[config.mk]
export PLATFORM = sky130hd
export DESIGN_NAME = scl_settings_ctrl
export DESIGN_NICKNAME = d
export VERILOG_FILES = /design/src/rtl/scl_cfg_pkg.sv /design/src/rtl/scl_cfg_decode.sv /design/src/rtl/scl_cfg_shadow.sv /design/src/rtl/scl_cfg_apply.sv /design/src/rtl/scl_settings_ctrl.sv
export SDC_FILE = /design/constraint.sdc
export NUM_CORES = 1
export LEC_CHECK = 0
export BUFFER_PORTS_ARGS = -buffer_cell sky130_fd_sc_hd__buf_2
export CAP_MARGIN = 25
export CORE_UTILIZATION = 49
export DETAILED_ROUTE_END_ITERATION = 8
export GPL_TIMING_DRIVEN = 1
export HOLD_SLACK_MARGIN = 0.05
export PLACE_DENSITY = 0.76
export RECOVER_POWER = 25
export REMOVE_ABC_BUFFERS = 1
export SETUP_SLACK_MARGIN = 0.2
export SYNTH_ARGS = -nofsm -noshare
export SYNTH_HDL_FRONTEND = slang
export SYNTH_SLANG_ARGS = --single-unit
[constraint.sdc]
create_clock -name clk -period 3.3 [get_ports clk]
set_input_delay 0 -clock clk [delete_from_list [all_inputs] [get_ports clk]]
set_output_delay 0 -clock clk [all_outputs]
set_load 0.05 [all_outputs]
[src/rtl/scl_cfg_pkg.sv]
package scl_cfg_pkg;
   localparam int BUS_W    = 32;
   localparam int NUM_REGS = 6;

   typedef enum logic [2:0] {
      RI_STATUS = 3'd0,
      RI_COMMIT = 3'd1,
      RI_WIDTH  = 3'd2,
      RI_HEIGHT = 3'd3,
      RI_HBANK  = 3'd4,
      RI_VBANK  = 3'd5,
      RI_NONE   = 3'd7
   } reg_idx_e;
endpackage

[src/rtl/scl_cfg_decode.sv]
module scl_cfg_decode
   import scl_cfg_pkg::*;
#(
   parameter int              ADDR_W = 12,
   parameter logic [ADDR_W-1:0] BASE = 12'h140
)(
   input  logic              bus_wr,
   input  logic [ADDR_W-1:0] bus_addr,
   output reg_idx_e          idx,
   output logic              wr_commit,
   output logic              wr_set,
   output logic [3:0]        fld_we
);
   localparam int SPAN = NUM_REGS * 4;

   logic [ADDR_W-1:0] off;

   always_comb begin
      off = bus_addr - BASE;
      if (bus_addr >= BASE && off < ADDR_W'(SPAN) && off[1:0] == 2'b00)
         idx = reg_idx_e'(off[4:2]);
      else
         idx = RI_NONE;
   end

   for (genvar g = 0; g < 4; g++) begin : g_we
      assign fld_we[g] = bus_wr && (idx == reg_idx_e'(3'(int'(RI_WIDTH) + g)));
   end

   assign wr_set    = |fld_we;
   assign wr_commit = bus_wr && (idx == RI_COMMIT);
endmodule

[src/rtl/scl_cfg_shadow.sv]
module scl_cfg_shadow #(
   parameter int               DIM_W  = 16,
   parameter int               BANK_W = 4,
   parameter logic [DIM_W-1:0]  DEF_WIDTH  = '0,
   parameter logic [DIM_W-1:0]  DEF_HEIGHT = '0,
   parameter logic [BANK_W-1:0] DEF_HBANK  = '0,
   parameter logic [BANK_W-1:0] DEF_VBANK  = '0
)(
   input  logic              clk,
   input  logic              rst_n,
   input  logic [3:0]        fld_we,
   input  logic [DIM_W-1:0]  wdata_dim,
   input  logic [BANK_W-1:0] wdata_bank,
   output logic [DIM_W-1:0]  sh_width,
   output logic [DIM_W-1:0]  sh_height,
   output logic [BANK_W-1:0] sh_hbank,
   output logic [BANK_W-1:0] sh_vbank
);
   always_ff @(posedge clk or negedge rst_n) begin
      if (!rst_n) begin
         sh_width  <= DEF_WIDTH;
         sh_height <= DEF_HEIGHT;
         sh_hbank  <= DEF_HBANK;
         sh_vbank  <= DEF_VBANK;
      end else begin
         if (fld_we[0]) sh_width  <= wdata_dim;
         if (fld_we[1]) sh_height <= wdata_dim;
         if (fld_we[2]) sh_hbank  <= wdata_bank;
         if (fld_we[3]) sh_vbank  <= wdata_bank;
      end
   end
endmodule

[src/rtl/scl_cfg_apply.sv]
module scl_cfg_apply #(
   parameter int               DIM_W  = 16,
   parameter int               BANK_W = 4,
   parameter logic [DIM_W-1:0]  DEF_WIDTH  = '0,
   parameter logic [DIM_W-1:0]  DEF_HEIGHT = '0,
   parameter logic [BANK_W-1:0] DEF_HBANK  = '0,
   parameter logic [BANK_W-1:0] DEF_VBANK  = '0
)(
   input  logic              clk,
   input  logic              rst_n,
   input  logic              sof,
   input  logic              wr_commit,
   input  logic              wr_set,
   input  logic [DIM_W-1:0]  sh_width,
   input  logic [DIM_W-1:0]  sh_height,
   input  logic [BANK_W-1:0] sh_hbank,
   input  logic [BANK_W-1:0] sh_vbank,
   output logic              pending,
   output logic [DIM_W-1:0]  act_width,
   output logic [DIM_W-1:0]  act_height,
   output logic [BANK_W-1:0] act_hbank,
   output logic [BANK_W-1:0] act_vbank
);
   logic armed;
   logic xfer;

   assign xfer = sof && armed;

   always_ff @(posedge clk or negedge rst_n) begin
      if (!rst_n) begin
         armed   <= 1'b0;
         pending <= 1'b0;
      end else begin
         armed <= wr_commit || (armed && !sof);
         if (wr_set)    pending <= 1'b1;
         else if (xfer) pending <= 1'b0;
      end
   end

   always_ff @(posedge clk or negedge rst_n) begin
      if (!rst_n) begin
         act_width  <= DEF_WIDTH;
         act_height <= DEF_HEIGHT;
         act_hbank  <= DEF_HBANK;
         act_vbank  <= DEF_VBANK;
      end else if (xfer) begin
         act_width  <= sh_width;
         act_height <= sh_height;
         act_hbank  <= sh_hbank;
         act_vbank  <= sh_vbank;
      end
   end

   a_r3_write_sets_pending: assert property (@(posedge clk) disable iff (!rst_n)
      wr_set |=> pending);
   a_r6_boundary_clears_pending: assert property (@(posedge clk) disable iff (!rst_n)
      (xfer && !wr_set) |=> !pending);
   a_r6_boundary_loads_shadow: assert property (@(posedge clk) disable iff (!rst_n)
      xfer |=> (act_width == $past(sh_width) && act_height == $past(sh_height)
                && act_hbank == $past(sh_hbank) && act_vbank == $past(sh_vbank)));
   a_r7_commit_at_sof_waits: assert property (@(posedge clk) disable iff (!rst_n)
      (wr_commit && sof) |=> armed);
   a_r9_no_commit_holds: assert property (@(posedge clk) disable iff (!rst_n)
      !armed |=> ($stable(act_width) && $stable(act_height)
                  && $stable(act_hbank) && $stable(act_vbank)));
endmodule

[src/rtl/scl_settings_ctrl.sv]
module scl_settings_ctrl
   import scl_cfg_pkg::*;
#(
   parameter int               ADDR_W   = 12,
   parameter logic [ADDR_W-1:0] BASE    = 12'h140,
   parameter int               DIM_W    = 16,
   parameter int               BANK_W   = 4,
   parameter bit               RDATA_REG = 1'b1,
   parameter logic [DIM_W-1:0]  DEF_WIDTH  = 16'd1920,
   parameter logic [DIM_W-1:0]  DEF_HEIGHT = 16'd1080,
   parameter logic [BANK_W-1:0] DEF_HBANK  = '0,
   parameter logic [BANK_W-1:0] DEF_VBANK  = '0
)(
   input  logic              clk,
   input  logic              rst_n,
   input  logic              bus_wr,
   input  logic              bus_rd,
   input  logic [ADDR_W-1:0] bus_addr,
   input  logic [31:0]       bus_wdata,
   output logic [31:0]       bus_rdata,
   input  logic              sof,
   input  logic              field_active,
   output logic [DIM_W-1:0]  act_width,
   output logic [DIM_W-1:0]  act_height,
   output logic [BANK_W-1:0] act_hbank,
   output logic [BANK_W-1:0] act_vbank
);
   localparam int DIM_PAD  = BUS_W - DIM_W;
   localparam int BANK_PAD = BUS_W - BANK_W;

   if (DIM_W < 1 || DIM_W > 16) begin : g_bad_dim
      $error("DIM_W must lie in 1..16");
   end
   if (BANK_W < 1 || BANK_W > 4) begin : g_bad_bank
      $error("BANK_W must lie in 1..4");
   end
   if (ADDR_W < 6) begin : g_bad_addr
      $error("ADDR_W too narrow for the register window");
   end

   reg_idx_e          idx;
   logic              wr_commit, wr_set, pending;
   logic [3:0]        fld_we;
   logic [DIM_W-1:0]  sh_width, sh_height;
   logic [BANK_W-1:0] sh_hbank, sh_vbank;
   logic [31:0]       rd_mux;

   scl_cfg_decode #(.ADDR_W(ADDR_W), .BASE(BASE)) u_dec (
      .bus_wr(bus_wr), .bus_addr(bus_addr), .idx(idx),
      .wr_commit(wr_commit), .wr_set(wr_set), .fld_we(fld_we));

   scl_cfg_shadow #(.DIM_W(DIM_W), .BANK_W(BANK_W),
      .DEF_WIDTH(DEF_WIDTH), .DEF_HEIGHT(DEF_HEIGHT),
      .DEF_HBANK(DEF_HBANK), .DEF_VBANK(DEF_VBANK)) u_sh (
      .clk(clk), .rst_n(rst_n), .fld_we(fld_we),
      .wdata_dim(bus_wdata[DIM_W-1:0]), .wdata_bank(bus_wdata[BANK_W-1:0]),
      .sh_width(sh_width), .sh_height(sh_height),
      .sh_hbank(sh_hbank), .sh_vbank(sh_vbank));

   scl_cfg_apply #(.DIM_W(DIM_W), .BANK_W(BANK_W),
      .DEF_WIDTH(DEF_WIDTH), .DEF_HEIGHT(DEF_HEIGHT),
      .DEF_HBANK(DEF_HBANK), .DEF_VBANK(DEF_VBANK)) u_app (
      .clk(clk), .rst_n(rst_n), .sof(sof),
      .wr_commit(wr_commit), .wr_set(wr_set),
      .sh_width(sh_width), .sh_height(sh_height),
      .sh_hbank(sh_hbank), .sh_vbank(sh_vbank),
      .pending(pending),
      .act_width(act_width), .act_height(act_height),
      .act_hbank(act_hbank), .act_vbank(act_vbank));

   always_comb begin
      unique case (idx)
         RI_STATUS: rd_mux = {30'd0, pending, field_active};
         RI_WIDTH:  rd_mux = {{DIM_PAD{1'b0}}, sh_width};
         RI_HEIGHT: rd_mux = {{DIM_PAD{1'b0}}, sh_height};
         RI_HBANK:  rd_mux = {{BANK_PAD{1'b0}}, sh_hbank};
         RI_VBANK:  rd_mux = {{BANK_PAD{1'b0}}, sh_vbank};
         default:   rd_mux = '0;
      endcase
   end

   if (RDATA_REG) begin : g_rd_reg
      always_ff @(posedge clk or negedge rst_n) begin
         if (!rst_n)      bus_rdata <= '0;
         else if (bus_rd) bus_rdata <= rd_mux;
      end
      a_r10_rd_unmapped_zero: assert property (@(posedge clk) disable iff (!rst_n)
         (bus_rd && idx == RI_NONE) |=> (bus_rdata == 32'd0));
      a_r2_status_busy_bit: assert property (@(posedge clk) disable iff (!rst_n)
         (bus_rd && idx == RI_STATUS) |=> (bus_rdata[0] == $past(field_active)));
   end else begin : g_rd_comb
      assign bus_rdata = bus_rd ? rd_mux : '0;
   end
endmodule

# Word level (Yosys, flattened, before mapping)
# Cells that the tools add are included.
op_classes:
  n_reduce_logical: 15
  addsub: 1
  mux: 4
  eq_ne: 5
  magnitude_cmp: 2
ops:
  columns: ["operator", "n"]
  rows:
  - ["$pmux W16 S5", 1]
  - ["$ge A12 B9 Y1 const B", 1]
  - ["$lt A12 B5 Y1 const B", 1]
  - ["$sub A12 B9 Y12 const B", 1]
  - ["$logic_and A1 B1 Y1", 9]
  - ["$eq A3 B2 Y1 const B", 2]
  - ["$eq A3 B3 Y1 const B", 2]
  - ["$reduce_or A4 Y1", 1]
  - ["$eq A3 B1 Y1 const B", 1]
  - ["$logic_not A3 Y1", 1]
  - ["$mux W3", 1]
  - ["$logic_not A2 Y1", 1]
  - ["$mux W1", 2]
  - ["$reduce_bool A2 Y1", 1]
  - ["$logic_not A1 Y1", 1]
  - ["$logic_or A1 B1 Y1", 1]
totals:
  in_bits: 50
  output_inout_bits: 72
  register_bits: 114

# Longest topological paths before layout
# Gate-level depths: netlist of the first run.
depth:
  depth_word: 9
  ltp_mapped: 5
  ltp_nobuf: 4

# Cells and area by module
# From an unflattened synthesis of the first run, not the netlist that was laid out.
hier_totals:
  hier_cells: 301
  hier_area_um2: 4498.1
by_module_without_submodules:
  columns: ["mod", "area_per_inst_um2", "instances", "cells_each", "seq_area_each_um2"]
  rows:
  - ["scl_cfg_apply", 1727.9, 1, 90, 1061.0]
  - ["scl_cfg_shadow", 1599.0, 1, 84, 1011.0]
  - ["scl_settings_ctrl", 1026.0, 1, 105, 400.4]
  - ["scl_cfg_decode", 145.1, 1, 22, 0.0]

# Worst setup path after synthesis of the first run
# OpenSTA, ideal clock, no wires.
synth_timing:
  path_type: "in2reg"
  startpoint: "in bus_addr[5]"
  endpoint: "reg u_sh.sh_height[11]"
  setup_ns: 0.125
  path_buffers: 1
  cell_stages: 5
  t_arrival_ns: 1.328
  slack_ns: 1.848
  t_required_ns: 3.175
  cell_sequence: "and4bb_2 > nand4_4 > nor3_4 > buf_6 > mux2_2"
synth_via:
  elab_chain_len: 7
  word_cells_on_any_way: 8
synth_rtl:
  columns: ["item", "line_no", "text"]
  rows:
  - ["start, declared", "scl_settings_ctrl.sv:18", "input logic [ADDR_W-1:0] bus_addr,"]
  - ["$sub A12 B9 Y12", "scl_cfg_decode.sv:19", "off = bus_addr - BASE;"]
  - ["$lt A12 B5 Y1", "scl_cfg_decode.sv:20", "if (bus_addr >= BASE && off < ADDR_W'(SPAN) && off[1:0] == 2'b00)"]
  - ["$logic_and A1 B1 Y1 (*) (2 in series)", "scl_cfg_decode.sv:20", null]
  - ["$mux W3 (*)", "scl_cfg_decode.sv:20", null]
  - ["$eq A3 B2 Y1 (*)", "scl_cfg_decode.sv:27", "assign fld_we[g] = bus_wr && (idx == reg_idx_e'(3'(int'(RI_WIDTH) + g)));"]
  - ["$logic_and A1 B1 Y1 (*)", "scl_cfg_decode.sv:27", null]
  - ["end signal, assigned", "scl_cfg_shadow.sv:27", "if (fld_we[1]) sh_height <= wdata_dim;"]
  - ["end, declared", "scl_cfg_shadow.sv:15", "output logic [DIM_W-1:0] sh_height,"]
# Mark *: on every way between the ends. The rest lies on a longest branch, timed or not.
# A chain may end at the register's enable or synchronous reset.

# Final worst setup path of the first run
layout_timing:
  startpoint: "in bus_addr[11]"
  endpoint: "reg u_sh.sh_width[1]"
layout_via:
  elab_chain_len: 7
  word_cells_on_any_way: 8
layout_rtl:
  columns: ["item", "line_no", "text"]
  rows:
  - ["$sub A12 B9 Y12", "scl_cfg_decode.sv:19", null]
  - ["$lt A12 B5 Y1", "scl_cfg_decode.sv:20", null]
  - ["$logic_and A1 B1 Y1 (*) (2 in series)", "scl_cfg_decode.sv:20", null]
  - ["$mux W3 (*)", "scl_cfg_decode.sv:20", null]
  - ["$eq A3 B2 Y1 (*)", "scl_cfg_decode.sv:27", null]
  - ["$logic_and A1 B1 Y1 (*)", "scl_cfg_decode.sv:27", null]
  - ["end signal, assigned", "scl_cfg_shadow.sv:26", "if (fld_we[0]) sh_width <= wdata_dim;"]
  - ["end, declared", "scl_cfg_shadow.sv:14", "output logic [DIM_W-1:0] sh_width,"]
# Marked as above.

==> results of run 1 <==
## flip-flops by register name, summed over array words and instances (netlist names), 4 cells and up
name              flops
u_app.act_height     16
u_app.act_width      16
u_sh.sh_width        16
u_app.act_hbank       4
u_sh.sh_vbank         4
u_sh.sh_hbank         4
u_app.act_vbank       4
bus_rdata            16
u_sh.sh_height       16
## metal layers
metal  track usage  wire length (um)  up-vias
li1              -                 -     1204
met4       0.08590               177        0
met3       0.04612               575       14
met1        0.2727              3711     1373
met2        0.3236              4057      110
met5             0                 0        -
## metrics by stage
stage               hold slack, ps  total power [mW]
floorplan                   -295.6             1.284
global placement            -21.81             1.350
detailed placement          -19.90             1.353
CTS                          95.38             2.198
global route                 137.5             2.251
finish                       122.4             2.176
## power by group through the flow
stage | logic [mW] | clock network, mW | registers [mW]
floorplan | 0.0560 | 0 | 1.23
global placement | 0.122 | 0 | 1.23
detailed placement | 0.124 | 0 | 1.23
CTS | 0.141 | 0.852 | 1.21
global route | 0.152 | 0.893 | 1.21
finish | 0.138 | 0.832 | 1.21
## critical path, cell delays in order
cell and delay (ps):
buf_2 100, nor3_1 500, nand4_4 250, nor3_4 820, mux2_2 420
## worst max-delay path by stage
stage / from / end / slack, ps / depth (start not counted)
floorplan: u_app.armed / u_app.act_hbank[0] / 1520 / 2
global placement: bus_addr[11] / u_sh.sh_width[14] / 1260 / 5
detailed placement: bus_addr[11] / u_sh.sh_width[1] / 1200 / 5
CTS: bus_addr[11] / u_sh.sh_width[1] / 1580 / 5
global route: rst_n / u_sh.sh_width[2] / 1110 / 3
finish: bus_addr[11] / u_sh.sh_width[1] / 1430 / 5
## final cells by class
type,instances,area (um2),share of cell area
Clock inverter,3,65.06,0.01294
Multi-Input combinational cell,157,1474,0.2932
Clock buffer,13,148.9,0.02962
Inverter,19,71.32,0.01419
Sequential cell,98,2472,0.4918
Timing Repair Buffer,113,661.9,0.1317
Tap cell,105,131.4,0.02613
Antenna cell,1,2.502,0.0004978
## synthesized netlist by cell type
master / number
a41oi_1: 2
nor3_2: 3
inv_1: 19
clkbuf_1: 3
or3_1: 1
mux2_2: 78
nor2_1: 1
o22a_1: 2
a21oi_1: 1
nand2_1: 3
nand3b_1: 1
nor3_4: 2
buf_2: 4
nand2b_1: 1
dfstp_2: 16
and4bb_2: 1
nand4_1: 1
mux2_1: 2
o32ai_1: 2
dfrtp_1: 82
a21o_1: 1
buf_1: 4
buf_4: 16
buf_6: 2
conb_1: 1
mux2i_1: 20
o22ai_1: 17
or2_2: 1
nand4_4: 1
## cells by family after synthesis
logic type | synth area share
buffers and inverters | 0.06267
and+or+nand+nor | 0.03465
DFF | 0.5954
other | 0.0009030
muxes | 0.2651
AOI/OAI and AO/OA | 0.04128
## repair_timing
item | in CTS | in global routing
endpoints found under the setup margin | 0 | 0
hold buffers | 19 | 0
resized for setup | 0 | 0
hold endpoints to repair | 75 | 0
==> reports/qor.log, run 1 <==
qor: run_status.run_status complete, no violations
qor: layout.most-common-layout-cells 82 x dfrtp_1, 78 x mux2_2, 70 x buf_2, 22 x clkbuf_1, 20 x mux2i_1
qor: logic_synthesis.synth_area_leader_cell dfrtp_1
qor: logic_synthesis.post_synth_main_area_contributors dfrtp_1 49%, mux2_2 21%, dfstp_2 10%
qor: sta.max_slew_margin_vs_limit 0.08918
qor: clocking.post-cts-setup-buffer-count 0
qor: floorplanning.io-pin-count 122
qor: worst_hold_path.hold_crit_endpoint bus_rdata[1]
qor: routing.avg_wl_per_cell 16.74 um
qor: logic_synthesis.mappedNetlistArea 0.004153 mm2
qor: placed_design.buffer_ports.inserted 89
qor: sta.fmax 535.6 MHz
qor: critical_path.timing.critical_path.arrival 2100 ps
qor: placed_design.post-place-cells 472
qor: layout.layout-area-overhead-vs-synth 21.06%
qor: placed_design.detailedPlacementHpwl 5671 um
qor: critical_path.setup.worst_path.class input pin to flip-flop
qor: logic_synthesis.syn-mean-instance-area 14.42 um2
qor: floorplanning.initial_core_util 0.5054
qor: layout.design.final.nets 448
qor: clocking.cts.clk_slew.worst_paths 90 ps
qor: placed_design.dpl-instance-area 0.004632 mm2
qor: logic_synthesis.synth.yosys.warnings 0
qor: power.pwr-share-comb 0.064
qor: global_routing.grt_overflow_total 0
qor: layout.fillers 659
qor: logic_synthesis.post-synth-top-area-fraction 0.4941
qor: critical_path.timing.reg2reg.setup_slack 1900 ps
qor: power.cell_internal_pwr 1.692 mW
qor: routing.vias 2701
qor: sta.final.min_clock_period 1867 ps
qor: worst_hold_path.hp-start bus_addr[3]
qor: critical_path.timing.reg2reg.worst_path_depth 3
qor: routing.drt-initial-drc-count 83
qor: clocking.cts_made_buffers 9
qor: power.seq_power_share 0.554
qor: global_routing.grt_antenna_before_repair 1
qor: sta.clock-skew-final 7.108 ps
qor: sta.finalMaxSlewViolations 0
qor: placed_design.replace_congestion 0.7550
qor: clocking.cts.path.max_buffers 2
qor: logic_synthesis.netlist_instances 288
qor: routing.detail_route.vias_per_cell 5.306
qor: logic_synthesis.seq_area_frac_synth 0.5954
qor: power.power_frac_clock 0.382
qor: floorplanning.chipWidth 94.06 um
qor: clocking.cts_tree done
qor: routing.dr.pass1.iters 4
qor: routing.detail_route.wirelength 8520 um
qor: critical_path.critical_path.max_fanout 16
qor: routing.route.antenna.remaining_nets 0
qor: critical_path.type_of_origin_of_the_critical_path input pin
qor: layout.finish.instance_area 0.005027 mm2
qor: sta.fin_crit_sh 0.5658
qor: power.power.density_cell_area 432.8 mW/mm2
qor: power.p_leak 2.583 nW
qor: logic_synthesis.netlist_cell_types 29
qor: clocking.clk_latency 350 ps
qor: sta.final_critical_path_setup_slack 1433 ps
qor: worst_hold_path.hold_depth 3
qor: sta.worst_pin_slew 1366 ps
qor: global_routing.groute.usage.overall 0.2049
qor: critical_path.worstReg2RegStart u_app.armed
qor: flow_run.drv_cap 0
qor: layout.mostFrequentLayoutCell dfrtp_1
qor: floorplanning.floorplan.die_area 0.008847 mm2
qor: critical_path.terminus_of_the_critical_flop_to_flop_path u_app.act_height[0]
qor: global_routing.grt_max_degree 42
qor: power.sw_pwr 0.4842 mW
qor: clocking.clock_sinks 98
qor: clocking.htree_num_levels 3
qor: floorplanning.core_region_area 0.008217 mm2
qor: sta.timing_hold_violations_final 0
qor: global_routing.first_global_vias 2693
qor: layout.final_core_utilization 0.6118
qor: power.irDropWorstVdd 0.0002737 V
qor: logic_synthesis.postSynthRegisterBits 98
qor: critical_path.cp.required 3530 ps
qor: sta.setup_total_negative_slack 0 ps
qor: sta.grt_setup_unrepaired false
qor: layout.final-instance-count-excl-fill 509
qor: critical_path.timing.critical_path.to_type flip-flop
qor: layout.drive_above_1_share 0.4715
qor: clocking.clock_tree.root_cell clkbuf_8
qor: worst_hold_path.min_path_type input pin to flip-flop
qor: routing.drc 0
qor: global_routing.grt_first_pass_wirelength 13530 um
qor: floorplanning.floorplan.rows 33
qor: placed_design.detailedPlace.worstSlack 1200 ps
qor: sta.setup_viol 0
qor: floorplanning.die_y 94.06 um
qor: power.switching_share 0.2225
Power figures use the tool's default switching activity.
==> inputs of run 2 (changes only) <==
- clock period: 3.3 -> 1.87 ns (I/O delays scaled with it)
==> reports/qor.log, run 2 (synthesized netlist as in run 1, its figures left out) <==
qor: layout.drive_above_1_share 0.5258 [+0.05433]
qor: worst_hold_path.min_path_type input pin to flip-flop
qor: placed_design.dpl-instance-area 0.004695 mm2 [+1.4%]
qor: critical_path.worstReg2RegStart u_app.armed
qor: critical_path.cp.required 2110 ps [-1420 ps]
qor: sta.final_critical_path_setup_slack 427.0 ps [-1006 ps]
qor: sta.finalMaxSlewViolations 0 [unchanged]
qor: worst_hold_path.hold_crit_endpoint bus_rdata[0]
qor: critical_path.timing.critical_path.to_type flip-flop
qor: clocking.cts.repair.resized 0 [unchanged]
qor: floorplanning.core_region_area 0.008217 mm2 [unchanged]
qor: power.power.density_cell_area 780.3 mW/mm2 [+80%]
qor: sta.fmax 693.0 MHz
qor: power.irDropWorstVdd 0.0005030 V [+84%]
qor: routing.drc 0 [unchanged]
qor: floorplanning.floorplan.rows 33 [unchanged]
qor: placed_design.replace_congestion 0.7477 [-0.97%]
qor: global_routing.grt_max_degree 64 [+52%]
qor: layout.most-common-layout-cells 88 x buf_2, 82 x dfrtp_1, 78 x mux2_2, 20 x mux2i_1
qor: critical_path.type_of_origin_of_the_critical_path input pin
qor: critical_path.setup.worst_path.class input pin to flip-flop
qor: run_status.run_status complete, no violations
qor: placed_design.detailedPlacementHpwl 5747 um [+1.3%]
qor: layout.antenna_cells_inserted 0 [-1]
qor: layout.register_area 0.002472 mm2 [unchanged]
qor: sta.setup_viol 0 [unchanged]
qor: placed_design.buffer_ports.inserted 89 [unchanged]
qor: global_routing.grt_overflow_total 0 [unchanged]
qor: clocking.cts.path.max_buffers 2 [unchanged]
qor: flow_run.drv_cap 0 [unchanged]
qor: sta.grt_setup_unrepaired false
qor: sta.setup_total_negative_slack 0 ps [unchanged]
qor: routing.detail_route.vias_per_cell 5.125 [-3.4%]
qor: worst_hold_path.hold_depth 3 [unchanged]
qor: layout.fillers 674 [+2.3%]
qor: clocking.htree_num_levels 3 [unchanged]
qor: global_routing.grt_first_pass_wirelength 13710 um [+1.3%]
qor: layout.layout-area-overhead-vs-synth 23.32%
qor: global_routing.grt_antenna_before_repair 0 [-1]
qor: floorplanning.die_y 94.06 um [unchanged]
qor: global_routing.first_global_vias 2742 [+1.8%]
qor: critical_path.critical_path.max_fanout 11 [-5]
qor: routing.drt-initial-drc-count 73 [-12%]
qor: routing.route.antenna.remaining_nets 0 [unchanged]
qor: power.p_total 3.996 mW [+84%]
qor: global_routing.groute.usage.overall 0.2062 [+0.001301]
qor: floorplanning.initial_core_util 0.5054 [unchanged]
qor: clocking.clk_latency 350 ps [about the same]
qor: critical_path.terminus_of_the_critical_flop_to_flop_path u_app.act_width[5]
qor: routing.vias 2624 [-2.9%]
qor: placed_design.detailedPlace.worstSlack 236.0 ps [-963.8 ps]
qor: worst_hold_path.hp-start bus_addr[3]
qor: routing.detail_route.wirelength 8304 um [-2.5%]
qor: power.p_leak 2.698 nW [+4.5%]
qor: layout.finish.instance_area 0.005121 mm2 [+1.9%]
qor: layout.multiInputGateArea 0.001474 mm2 [unchanged]
qor: sta.clock-skew-final 9.642 ps [+2.534 ps]
qor: critical_path.timing.critical_path.arrival 1680 ps [-420 ps]
qor: layout.design.final.nets 452 [+0.89%]
qor: clocking.cts_tree done
qor: layout.mostFrequentLayoutCell buf_2
qor: critical_path.worst_path_max_delay_cell nor3_1
qor: critical_path.timing.reg2reg.setup_slack 600 ps [-1300 ps]
qor: floorplanning.chipWidth 94.06 um [unchanged]
qor: floorplanning.floorplan.die_area 0.008847 mm2 [unchanged]
qor: critical_path.timing.critical_path.slowest_cell_delay 500 ps [-320 ps]
qor: critical_path.timing.critical_path.cells buf_2 -> nor3_1 -> nand4_4 -> nor3_4 -> buf_4 -> mux2_2
qor: sta.timing_hold_violations_final 0 [unchanged]
qor: critical_path.timing.reg2reg.worst_path_depth 3 [unchanged]
qor: floorplanning.io-pin-count 122 [unchanged]
qor: sta.fin_crit_sh 0.7717
qor: clocking.clock_sinks 98 [unchanged]
qor: routing.dr.pass1.iters 4 [unchanged]
qor: clocking.cts.clk_slew.worst_paths 90 ps [about the same]
qor: clocking.cts_made_buffers 9 [unchanged]
qor: sta.final.min_clock_period 1443 ps
qor: clocking.clock_tree.root_cell clkbuf_8
qor: sta.worst_pin_slew 925.6 ps [-440.7 ps]
qor: sta.max_slew_margin_vs_limit 0.3829 [+0.2938]
qor: routing.avg_wl_per_cell 16.22 um [-3.1%]
## run 2: layout make-up
type / instances / area share
sequential: 98 / 0.4828
multi-input combinational: 157 / 0.2878
timing repair buffer: 117 / 0.1422
clock buffer: 11 / 0.02761
tap: 105 / 0.02565
clock inverter: 5 / 0.02003
inverter: 19 / 0.01393
## run 2: routing by layer
metal	track usage	routed length (um)
met1	0.2718	3605
met2	0.3248	4043
met3	0.05987	532
met4	0.07308	122
met5	0	0
## run 2: what timing repair did
action                    CTS  global route
hold buffers               19             0
hold endpoints to repair   89             0
buffers inserted            0             0
## run 2: metrics by stage
step | util | hold WS, ps | cells
after global routing | 0.6233 | 106.9 | 512
final | 0.6233 | 104.2 | 512
after CTS | 0.6242 | 80.92 | 512
after global placement | 0.5713 | -22.92 | 477
after detailed placement | 0.5713 | -12.05 | 477
after floorplan | - | -295.6 | 274
## run 2: power breakdown
part           internal (mW)  switching (mW)  total (mW)  leakage, nW
sequential              2.12         0.00322        2.13         1.31
combinational         0.0739           0.173       0.247         1.27
clock                  0.924           0.698        1.62        0.120
## run 2: worst max path at each step
stage,from,endpoint,cells past startpoint
after floorplan,u_app.armed,u_app.act_hbank[0],2
after global placement,bus_addr[11],u_sh.sh_width[15],6
after detailed placement,bus_addr[11],u_sh.sh_width[12],6
after CTS,bus_addr[2],u_app.armed,5
after global routing,bus_addr[11],u_sh.sh_width[11],6
final,bus_addr[11],u_sh.sh_width[12],6
## run 2: worst max-delay path: cells and delay by family
kind | cells | cell delay, ps
buffers and inverters | 2 | 340
muxes | 1 | 350
and+or+nand+nor | 3 | 970
